### src/rtl/irqb_pkg.sv
package irqb_pkg;

    typedef enum logic [1:0] {
        ST_IDLE     = 2'd0,
        ST_PULSE    = 2'd1,
        ST_WAIT_ACK = 2'd2
    } irqb_state_e;

endpackage

### src/rtl/irqb_req_merge.sv
// Gates each peripheral line by its static route bit and its run-time mask,
// then reduces the survivors to one combined request.
module irqb_req_merge #(
    parameter int                   NUM_SRC   = 8,
    parameter logic [NUM_SRC-1:0]   ROUTE_MAP = '1
) (
    input  logic [NUM_SRC-1:0] src_req,
    input  logic [NUM_SRC-1:0] src_mask,
    output logic               req_any
);

    logic [NUM_SRC-1:0] gated;

    for (genvar i = 0; i < NUM_SRC; i++) begin : g_line
        if (ROUTE_MAP[i]) begin : g_routed
            assign gated[i] = src_req[i] & ~src_mask[i];
        end else begin : g_unrouted
            logic unused_line;
            assign unused_line = src_req[i] ^ src_mask[i];
            assign gated[i]    = 1'b0;
        end
    end

    assign req_any = |gated;

endmodule

### src/rtl/irqb_ack_edge.sv
// Keeps the previous in-service sample and flags a low-to-high change.
module irqb_ack_edge (
    input  logic clk,
    input  logic rst,
    input  logic core_inservice,
    output logic ack_rise
);

    logic ins_prev;

    always_ff @(posedge clk) begin
        if (rst) begin
            ins_prev <= 1'b0;
        end else begin
            ins_prev <= core_inservice;
        end
    end

    assign ack_rise = core_inservice & ~ins_prev;

endmodule

### src/rtl/irqb_seq.sv
// Three-state sequencer: arm, issue, rearm, release.
module irqb_seq
    import irqb_pkg::*;
(
    input  logic        clk,
    input  logic        rst,
    input  logic        req_any,
    input  logic        ack_rise,
    output irqb_state_e st_q,
    output logic        pulse
);

    irqb_state_e st_d;

    // state register
    always_ff @(posedge clk) begin
        if (rst) begin
            st_q <= ST_IDLE;
        end else begin
            st_q <= st_d;
        end
    end

    // next-state logic
    always_comb begin
        st_d = st_q;
        unique case (st_q)
            ST_IDLE: begin
                if (req_any) begin
                    st_d = ST_PULSE;        // arm
                end
            end
            ST_PULSE: begin
                st_d = ST_WAIT_ACK;         // issue
            end
            ST_WAIT_ACK: begin
                if (ack_rise) begin
                    if (req_any) begin
                        st_d = ST_PULSE;    // rearm
                    end else begin
                        st_d = ST_IDLE;     // release
                    end
                end
            end
            default: begin
                st_d = ST_IDLE;
            end
        endcase
    end

    // outputs
    always_comb begin
        pulse = 1'b0;
        unique case (st_q)
            ST_PULSE:    pulse = 1'b1;
            ST_IDLE:     pulse = 1'b0;
            ST_WAIT_ACK: pulse = 1'b0;
            default:     pulse = 1'b0;
        endcase
    end

endmodule

### src/rtl/irq_lvl_bridge.sv
module irq_lvl_bridge
    import irqb_pkg::*;
#(
    parameter int                 NUM_SRC   = 8,
    parameter logic [NUM_SRC-1:0] ROUTE_MAP = '1
) (
    input  logic               clk,
    input  logic               rst,
    input  logic [NUM_SRC-1:0] src_req,
    input  logic [NUM_SRC-1:0] src_mask,
    input  logic               core_inservice,
    output logic               core_pulse
);

    logic        req_any;
    logic        ack_rise;
    irqb_state_e st_q;

    irqb_req_merge #(
        .NUM_SRC   (NUM_SRC),
        .ROUTE_MAP (ROUTE_MAP)
    ) u_merge (
        .src_req  (src_req),
        .src_mask (src_mask),
        .req_any  (req_any)
    );

    irqb_ack_edge u_edge (
        .clk            (clk),
        .rst            (rst),
        .core_inservice (core_inservice),
        .ack_rise       (ack_rise)
    );

    irqb_seq u_seq (
        .clk      (clk),
        .rst      (rst),
        .req_any  (req_any),
        .ack_rise (ack_rise),
        .st_q     (st_q),
        .pulse    (core_pulse)
    );

endmodule

### config.mk
export PLATFORM = sky130hd
export DESIGN_NAME = irq_lvl_bridge
export DESIGN_NICKNAME = d
export VERILOG_FILES = /design/src/rtl/irqb_pkg.sv /design/src/rtl/irqb_req_merge.sv /design/src/rtl/irqb_ack_edge.sv /design/src/rtl/irqb_seq.sv /design/src/rtl/irq_lvl_bridge.sv
export SDC_FILE = /design/constraint.sdc
export NUM_CORES = 1
export LEC_CHECK = 0
export BUFFER_PORTS_ARGS = -buffer_cell sky130_fd_sc_hd__buf_2
export CAP_MARGIN = 15
export CORE_AREA = 2 2 39 41
export CTS_CLUSTER_DIAMETER = 150
export DETAILED_ROUTE_END_ITERATION = 8
export DIE_AREA = 0 0 41 43
export PLACE_DENSITY_LB_ADDON = 0.2
export SYNTH_ARGS = -nofsm -noshare
export SYNTH_HDL_FRONTEND = slang
export SYNTH_HIERARCHICAL = 1
export SYNTH_SLANG_ARGS = --single-unit
### constraint.sdc
create_clock -name clk -period 1.2 [get_ports clk]
set_input_delay 0.24 -clock clk [delete_from_list [all_inputs] [get_ports clk]]
set_output_delay 0.24 -clock clk [all_outputs]
set_load 0.01 [all_outputs]
==> flow_metrics.tcl <==
set metrics [dict create \
    report.final.hold_viol_count 0 \
    dp.cells 59 \
    antenna_found_initial 0 \
    cts_tree "yes" \
    die_area_um2 1760 \
    io_pins 20 \
    holdBufCountCts 0 \
    mostFrequentLayoutCells "buf_2 (19), inv_1 (9), o22ai_1 (4)" \
    place_hpwl_um 411 \
    crit_family "flip-flops" \
    vias 234 \
    synth_top_area_cell "dfxtp_1" \
    cpPeakStageDelay_ns 0.33 \
    utilization_pct 24.5 \
    syn_avg_cell_area_um2 8.24 \
    n_antenna_cell 0 \
    crit_fanout 2 \
    netlist_instances 24 \
    drt-pass1-iter-count 2 \
    clk_pin_slew_ns 0.03 \
    grt_overflow_total 0 \
    rsz0062_at_grt "no" \
    slew_headroom_pct 90.9 \
    period_minus_slack_ns 1.07 \
    syn_nets 43 \
    placed_cell_area_um2 313 \
    synth.distinct_cells 9 \
    drive_above_1_share_pct 55.3 \
    crit_required_ns 0.96 \
    drc 0 \
    initial_core_util_pct 14.3 \
    nets 67 \
    grt.total_usage_pct 6.60 \
    grt_pass1_wl_um 696 \
    clock_sinks 3 \
    skew_ns 0.00495 \
    viasPerCell 3.71 \
    ir_worst_vdd_v 0.000225 \
    numCtsBuffers 3 \
    period_share_pct 88.8 \
    grt_pass1_vias 188 \
    cp_cell_sequence "nor2b_4 -> buf_2" \
    cts_resized 0 \
    fin_setup_tns_ns 0 \
    arrival_ns 0.83 \
    finalWirelength_um 476 \
    fillers 156 \
    stdcell_area_um2 339 \
    place_congestion 0.597 \
    worst-path-buf-inv 1 \
    drtIter0Drc 2 \
    design.core.area_um2 1380 \
    hold_class "in2reg" \
    tightest_slew_ns 0.136 \
    die-width_um 41 \
    worst_path_max_delay_cell "dfxtp_1" \
    status "finished, final reports clean" \
    root_buffer "clkbuf_4" \
    p_leak_nw 0.209 \
    final_antenna_net_count 0 \
    post-cts-setup-buffer-count 0 \
    dieHeight_um 43 \
    area_growth_pct 71.5 \
    power.density_nw_per_um2 1090 \
    rows 14 \
    drv_cap 0 \
    port_buffers 19 \
    insertion_delay_ns 0.23 \
    ys.warnings.count 6 \
    fmax_ghz 0.939 \
    synth_top_area_share_pct 30.4 \
    synthTopCellsByArea "dfxtp_1 (30%), nor2b_4 (21%), inv_1 (17%)" \
    netlist_area_um2 198 \
    synth_seq_cells 3 \
    end_kind "output pin" \
    setup_viol_count_final 0 \
    grt_max_degree 4 \
    clk_path_buf_depth 2 \
    crit_type "reg2out" \
    htreeDepth 1 \
    final_cells 63 \
    wl_per_cell_um 7.56 \
    synth-seq-area-share_pct 30.4 \
    layout.cells.most_common "buf_2" \
    timing.final.max_slew_violations 0 \
    critPathLaunchType "flip-flop" \
]
-- power breakdown --
part           switching, W  total (W)  internal, W
logic             0.0000270  0.0000781    0.0000510
registers        0.00000699   0.000117     0.000110
clock network     0.0000513   0.000176     0.000125
-- routing by layer --
layer / up-vias / global-route usage (%) / wire, um
li1: 122 / - / -
met3: 2 / 4.71 / 86
met5: - / 0 / 0
met2: 20 / 7.81 / 185
met1: 90 / 6.35 / 193
met4: 0 / 8.00 / 10
-- cells in the mapped netlist --
cell type	count
dfxtp_1	3
nor2b_4	3
or4_1	1
a22o_2	1
and3b_1	1
o22ai_1	4
inv_1	9
and2b_1	1
nor2_1	1
-- worst paths after layout --
check                                           startpoint  cells past startpoint  slack (ns)                    endpoint
worst max register to register  u_edge/ins_prev$_SDFF_PP0_                      3        0.31  u_seq/st_q[1]$_SDFFE_PP0P_
worst min-delay path                                   rst                      2        0.23  u_edge/ins_prev$_SDFF_PP0_
worst min register to register  u_seq/st_q[0]$_SDFFE_PP0P_                      2        0.59  u_seq/st_q[0]$_SDFFE_PP0P_
worst max-delay path            u_seq/st_q[0]$_SDFFE_PP0P_                      2        0.13                  core_pulse
-- registers in the layout, summed over array words and instances, names as in the netlist --
register and flops:
u_seq/st_q 2, u_edge/ins_prev 1
-- worst reg2reg max path, delay by kind of cell (launching register included) --
kind | cells | cell delay [ns]
flops | 1 | 0.31
simple gates | 2 | 0.28
compound gates | 1 | 0.20
-- through the flow --
stage / total power [W] / hold WS (ns) / worst slack (ns)
2_1_floorplan: 0.000159 / 0.304 / 0.0832
3_3_place_gp: 0.000198 / 0.461 / -0.0447
3_5_place_dp: 0.000198 / 0.463 / -0.0660
4_1_cts: 0.000381 / 0.218 / 0.110
5_1_grt: 0.000405 / 0.217 / 0.0475
6_report: 0.000371 / 0.228 / 0.135
-- cell type report --
type	count	area (um2)	area share (%)
sequential	3	60.1	17.7
clock buffer	4	26.3	7.75
inverter	9	33.8	9.96
tap	16	20.0	5.90
multi-input combinational	12	104	30.6
timing repair buffer	19	95.1	28.0
-- cell families after synthesis --
family,Yosys count,share of synthesized area [%]
buffers and inverters,9,17.1
flip-flops,3,30.4
AO/OA/AOI/OAI,5,17.7
AND/OR/NAND/NOR,7,34.8
(Power assumes the default switching activity.)
